### src/rtl/dual_half_timer.sv
module dual_half_timer (
  input  logic        clk,
  input  logic        rst_n,
  input  logic        wr_en,
  input  logic [5:0]  addr,
  input  logic [31:0] wdata,
  output logic [31:0] rdata,
  input  logic        tick_1hz,
  output logic        irq,
  output logic        adc_trig
);
  localparam logic [5:0] A_CFG = 6'h00, A_MODEA = 6'h04, A_MODEB = 6'h08, A_CTRL = 6'h0C,
                         A_MASK = 6'h10, A_RAW = 6'h14, A_MSK = 6'h18, A_CLR = 6'h1C,
                         A_LDA = 6'h20, A_LDB = 6'h24, A_MTA = 6'h28, A_MTB = 6'h2C,
                         A_PRA = 6'h30, A_PRB = 6'h34, A_CNT = 6'h38;

  logic [2:0]  cfg_q;
  logic [3:0]  mode_a_q, mode_b_q;
  logic [15:0] ctrl_q;
  logic [6:0]  mask_q;
  logic [8:0]  raw_q;
  logic [15:0] load_a_q, load_b_q, match_a_q, match_b_q;
  logic [7:0]  pre_a_q, pre_b_q;
  logic [15:0] cnt_a_q, cnt_b_q, cnt_a_d, cnt_b_d;
  logic        trig_q;

  logic        joined, wr_ctrl, start_a, start_b;
  logic        run32, rtc_step, rtc_hit, to32, run_a16, run_b16, to_a16, to_b16;
  logic [31:0] cnt32, load32, match32;
  logic [8:0]  set_v, clr_v;

  assign joined  = (cfg_q < 3'd4);
  assign cnt32   = {cnt_b_q, cnt_a_q};
  assign load32  = {load_b_q, load_a_q};
  assign match32 = {match_b_q, match_a_q};

  assign wr_ctrl = wr_en && (addr == A_CTRL);
  assign start_a = wr_ctrl && !ctrl_q[0] && wdata[0];
  assign start_b = wr_ctrl && !ctrl_q[8] && wdata[8] && !joined;

  assign run32    = (cfg_q == 3'd0) && ctrl_q[0];
  assign to32     = run32 && (cnt32 == 32'd0);
  assign rtc_step = (cfg_q == 3'd1) && ctrl_q[0] && tick_1hz;
  assign rtc_hit  = rtc_step && ((cnt32 + 32'd1) == match32);
  assign run_a16  = !joined && ctrl_q[0];
  assign run_b16  = !joined && ctrl_q[8];
  assign to_a16   = run_a16 && (cnt_a_q == 16'd0);
  assign to_b16   = run_b16 && (cnt_b_q == 16'd0);

  assign set_v = {to_b16, 4'd0, rtc_hit, 2'd0, to32 | to_a16};
  assign clr_v = (wr_en && addr == A_CLR) ? wdata[8:0] : 9'd0;

  assign irq      = |(raw_q[6:0] & mask_q);
  assign adc_trig = trig_q;

  always_comb begin
    cnt_a_d = cnt_a_q;
    cnt_b_d = cnt_b_q;
    if (joined) begin
      if (start_a)
        {cnt_b_d, cnt_a_d} = load32;
      else if (run32)
        {cnt_b_d, cnt_a_d} = (cnt32 != 32'd0) ? cnt32 - 32'd1 : (mode_a_q[0] ? cnt32 : load32);
      else if (rtc_step)
        {cnt_b_d, cnt_a_d} = cnt32 + 32'd1;
    end else begin
      if (start_a)
        cnt_a_d = load_a_q;
      else if (run_a16)
        cnt_a_d = (cnt_a_q != 16'd0) ? cnt_a_q - 16'd1 : (mode_a_q[0] ? cnt_a_q : load_a_q);
      if (start_b)
        cnt_b_d = load_b_q;
      else if (run_b16)
        cnt_b_d = (cnt_b_q != 16'd0) ? cnt_b_q - 16'd1 : (mode_b_q[0] ? cnt_b_q : load_b_q);
    end
  end

  always_ff @(posedge clk) begin
    if (!rst_n) begin
      cfg_q <= '0; mode_a_q <= '0; mode_b_q <= '0; ctrl_q <= '0; mask_q <= '0; raw_q <= '0;
      load_a_q <= '0; load_b_q <= '0; match_a_q <= '0; match_b_q <= '0;
      pre_a_q <= '0; pre_b_q <= '0; cnt_a_q <= '0; cnt_b_q <= '0; trig_q <= 1'b0;
    end else begin
      cnt_a_q <= cnt_a_d;
      cnt_b_q <= cnt_b_d;
      raw_q   <= (raw_q & ~clr_v) | set_v;
      trig_q  <= to32 && ctrl_q[5];
      if (wr_ctrl)
        ctrl_q <= wdata[15:0];
      else begin
        if ((to32 || to_a16) && mode_a_q[0]) ctrl_q[0] <= 1'b0;
        if (to_b16 && mode_b_q[0])           ctrl_q[8] <= 1'b0;
      end
      if (wr_en) begin
        case (addr)
          A_CFG:   cfg_q    <= wdata[2:0];
          A_MODEA: mode_a_q <= wdata[3:0];
          A_MODEB: mode_b_q <= wdata[3:0];
          A_MASK:  mask_q   <= wdata[6:0] & 7'h77;
          A_LDA: begin
            load_a_q <= wdata[15:0];
            if (joined) load_b_q <= wdata[31:16];
          end
          A_LDB:   load_b_q <= wdata[15:0];
          A_MTA: begin
            match_a_q <= wdata[15:0];
            if (joined) match_b_q <= wdata[31:16];
          end
          A_MTB:   match_b_q <= wdata[15:0];
          A_PRA:   pre_a_q  <= wdata[7:0];
          A_PRB:   pre_b_q  <= wdata[7:0];
          default: ;
        endcase
      end
    end
  end

  always_comb begin
    case (addr)
      A_CFG:   rdata = {29'd0, cfg_q};
      A_MODEA: rdata = {28'd0, mode_a_q};
      A_MODEB: rdata = {28'd0, mode_b_q};
      A_CTRL:  rdata = {16'd0, ctrl_q};
      A_MASK:  rdata = {25'd0, mask_q};
      A_RAW:   rdata = {23'd0, raw_q};
      A_MSK:   rdata = {25'd0, raw_q[6:0] & mask_q};
      A_LDA:   rdata = {joined ? load_b_q : 16'd0, load_a_q};
      A_LDB:   rdata = {16'd0, load_b_q};
      A_MTA:   rdata = {joined ? match_b_q : 16'd0, match_a_q};
      A_MTB:   rdata = {16'd0, match_b_q};
      A_PRA:   rdata = {24'd0, pre_a_q};
      A_PRB:   rdata = {24'd0, pre_b_q};
      A_CNT:   rdata = cnt32;
      default: rdata = 32'd0;
    endcase
  end
endmodule

### config.mk
export PLATFORM = sky130hd
export DESIGN_NAME = dual_half_timer
export DESIGN_NICKNAME = d
export VERILOG_FILES = /design/src/rtl/dual_half_timer.sv
export SDC_FILE = /design/constraint.sdc
export NUM_CORES = 1
export LEC_CHECK = 0
export ABC_CLOCK_PERIOD_IN_PS = 6970
export CORE_MARGIN = 4
export CORE_UTILIZATION = 65
export CTS_BUF_LIST = sky130_fd_sc_hd__clkbuf_16
export DETAILED_ROUTE_END_ITERATION = 10
export GPL_TIMING_DRIVEN = 1
export PLACE_DENSITY = 0.94
export SETUP_SLACK_MARGIN = 0.5
export SKIP_LAST_GASP = 1
export SYNTH_ARGS = -nofsm -noshare
export SYNTH_HDL_FRONTEND = slang
export SYNTH_SLANG_ARGS = --single-unit
### constraint.sdc
create_clock -name clk -period 6.97 [get_ports clk]
set_input_delay 1.394 -clock clk [delete_from_list [all_inputs] [get_ports clk]]
set_output_delay 1.394 -clock clk [all_outputs]
set_load 0.01 [all_outputs]
==> results.md <==
* Worst r2r src: cnt_b_q[0]
* Vias at 12,600
* Postcts setup bufs at 0
* Number of global-route vias before repair at 11,300
* Fin crit period at 5.98 ns
* Status: complete, no violations
* Max FO, Critical Path at 17
* Placement row count at 46
* Worst-path clk slew at 0.08 ns
* Prevailing post-synth register cell: dfxtp_1
* CP startpoint: addr[2]
* Synth top area cells: dfxtp_1 (29%), nand2_1 (8.3%), a21oi_1 (5.3%), xnor2_1 (4.5%), mux2i_1 (4.0%)
* Final hold vios at 0
* Number of synthesized flops with an enable pin at 0
* Post-cts repair resize count at 0
* Hold buffer count at CTS at 0
* Vias per Instance at ~7.6
* Register area share after synthesis at between 20% and 30%
* Worst slew margin at 13.1%
* Area leader, netlist: dfxtp_1
* F_max at 167 MHz
* FF-to-FF path depth at 9
* R2R Setup Slk at 2.70 ns
* Htree depth at 4
* Initial Util at 66.6%
* First-pass GRT wire length at 68,100 um
* Crit Path Class: in -> out
* Routed Antenna Nets at 0
* Pre-Repair DR Iteration Count at 7
* TritonCTS buffer count at 17
* Clock Sinks at 155
* Layout area overhead at 12.8%
* Total gr overflow at 0
* DPL Wire Length at approximately 32,000 um
* CP endpoint: rdata[19]
* Mapped Cells at 1,441
* Worst endpoint required time at 5.58 ns
* Fin. max-slew vios at 0
* Share of cells above drive strength 1 at 7.35%
* Synth top area share at 29.1%
* RSZ-0062 raised after global routing: false
* Die ar. at 18,500 um^2
* 1st-iter DRT viols at 2,273
* Path type of the worst min-delay path: reg -> reg
* DRC viols at 0
* Max Cap Violations at 0
* CTS max path bufs at 2
* Syn nets at 1,488
* # setup viols final at 0
* Distinct cell type count after synthesis at 78
* Total number of yosys warnings at 0
* CTS root buffer: clkbuf_16
* Post-synth ARST share at 0%
* Crit Reg-Reg Endpoint: cnt_b_q[6]
* Fin crit share at ~86%
* # IOs at 76
* Setup TNS at 0 ns
* Worst skew pair latency at around 0.43 ns
* Die height at 136 um
* Core area at 16,000 um^2
* Pleak at 3.97 nW
* Worst slew pin tran at 1.30 ns
* Arrival time worst endpoint at 4.58 ns
* CTS tree: done
* # diodes at 0
* Crit. End Element: output pin
* Synthesis-stage register bit count at 155
* Avg Synthesized Cell Area at approximately 7.4 um^2
* Post-layout net count at 1,477
* PD cells at 176 nW/um^2
* Mapped Area at 10,700 um^2
* Crit start category: input port
* Clock skew at 0.0126 ns
* GRT Resource Usage Total at a little under 50%
* Max VDD drop at 0.000196 V
* Initial antenna violation count at 0
* Tot Pwr at 2.12 mW
* Placer Congestion at 1.08
* WL/cell at ~28 um
* Die Span X at 136 um
* Layout fillers at 1,259
* Largest net degree at the start of global routing at 84
* Routed WL at 45,800 um
* # port buffers at 75
kinds of logic after synthesis:
| logic type | Yosys count | share of synthesized area [%] |
|---|---|---|
| buffers and inverters | 152 | 5.93 |
| muxes | 45 | 4.25 |
| xor gates and xnor gates | 77 | 6.46 |
| AOI/OAI and AO/OA | 426 | 27.7 |
| and+or+nand+nor | 581 | 26.0 |
| adders and majority gates | 5 | 0.587 |
| DFF | 155 | 29.1 |
report_power, final:
| part | switching [mW] | internal (mW) | total [mW] | leakage (nW) |
|---|---|---|---|---|
| registers | 0.0188 | 0.891 | 0.910 | 1.25 |
| logic | 0.157 | 0.0798 | 0.237 | 2.43 |
| clock network | 0.480 | 0.491 | 0.972 | 0.296 |
synthesized netlist by cell type (5+ instances only):
library cell / n
o221ai_1: 10
a222oi_1: 6
buf_1: 9
a311oi_1: 7
nor3_1: 42
o32ai_1: 7
and4_1: 11
a221oi_1: 17
or3_1: 12
o221a_2: 9
inv_1: 17
xnor2_1: 55
a22o_1: 6
nand3_1: 76
or4_1: 8
o31ai_1: 8
nand4_1: 27
a211oi_1: 44
a31oi_1: 20
ha_1: 5
o211ai_1: 14
buf_6: 6
nand2_1: 235
nor4_1: 21
buf_2: 13
xor2_1: 21
and3_1: 5
a211o_1: 5
a21o_1: 5
nor2_1: 101
clkbuf_1: 107
a221o_1: 10
dfxtp_1: 155
nor3b_1: 7
a21oi_1: 113
o21ai_0: 55
o2111ai_1: 8
mux2i_1: 43
a22oi_1: 47
nand2b_1: 5
area by class of cell:
type / instances / area, um^2 / share of cell area (%)
Multi-Input combinational cell: 1134 / 6980 / 58.1
Sequential cell: 155 / 3100 / 25.8
Tap cell: 216 / 270 / 2.25
Clock buffer: 17 / 425 / 3.54
Inverter: 17 / 65.1 / 0.541
Timing Repair Buffer: 105 / 976 / 8.12
Clock inverter: 15 / 198 / 1.65
how the worst min path moves through the flow:
stage,to,slack [ns],depth (start not counted),startpoint
finish,raw_q[7],0.45,2,raw_q[7]
detailed placement,raw_q[7],0.44,2,raw_q[7]
global placement,raw_q[7],0.42,2,raw_q[7]
global route,raw_q[7],0.46,2,raw_q[7]
CTS,raw_q[7],0.45,2,raw_q[7]
floorplan,raw_q[7],0.41,2,raw_q[7]
per-layer routing:
metal	global-route usage [%]	vias to the layer above	wire length [um]
met3	16.9	332	7210
met1	59.5	5798	15500
li1	-	5341	-
met2	72.9	1139	19100
met4	30.6	0	3950
met5	0	-	0
stage by stage:
stage          area (um^2)  hold slack (ns)  std cells  worst slack [ns]  utilization, %
3_3_place_gp         11400            0.421       1627              1.13            71.2
4_1_cts              12000            0.449       1659              1.07            75.1
5_1_grt              12000            0.463       1659             0.853            75.1
6_report             12000            0.455       1659             0.993            75.1
2_1_floorplan        10700            0.412       1441              2.40               -
3_5_place_dp         11400            0.437       1627              1.08            71.2
flip-flops by register name, summed over array words and instances, names as in the netlist:
| register | flops |
|---|---|
| load_b_q | 16 |
| adc_trig | 1 |
| cnt_b_q | 16 |
| pre_a_q | 8 |
| pre_b_q | 8 |
| raw_q | 9 |
| cfg_q | 3 |
| match_b_q | 16 |
| mode_a_q | 4 |
| match_a_q | 16 |
| load_a_q | 16 |
| mode_b_q | 4 |
| ctrl_q | 16 |
| mask_q | 6 |
| cnt_a_q | 16 |
cell usage in the layout, fill, tap and decap left out, types with 27 or more instances in the layout:
cell type	synthesis	layout
a211oi_1	44	43
a21oi_1	113	113
a22oi_1	47	47
buf_4	0	30
clkdlybuf4s50_1	0	75
dfxtp_1	155	154
mux2i_1	43	43
nand2_1	235	235
nand3_1	76	76
nand4_1	27	27
nor2_1	101	96
nor3_1	42	38
o21ai_0	55	55
xnor2_1	55	55
worst max-delay path: stages:
cell and delay, ns:
clkdlybuf4s50_1 0.52, or4b_2 0.91, nor3_2 0.90, a22oi_1 0.16, nand2_1 0.13, clkdlybuf4s50_1 0.55
Note: power is estimated with default switching activity, not from simulation.
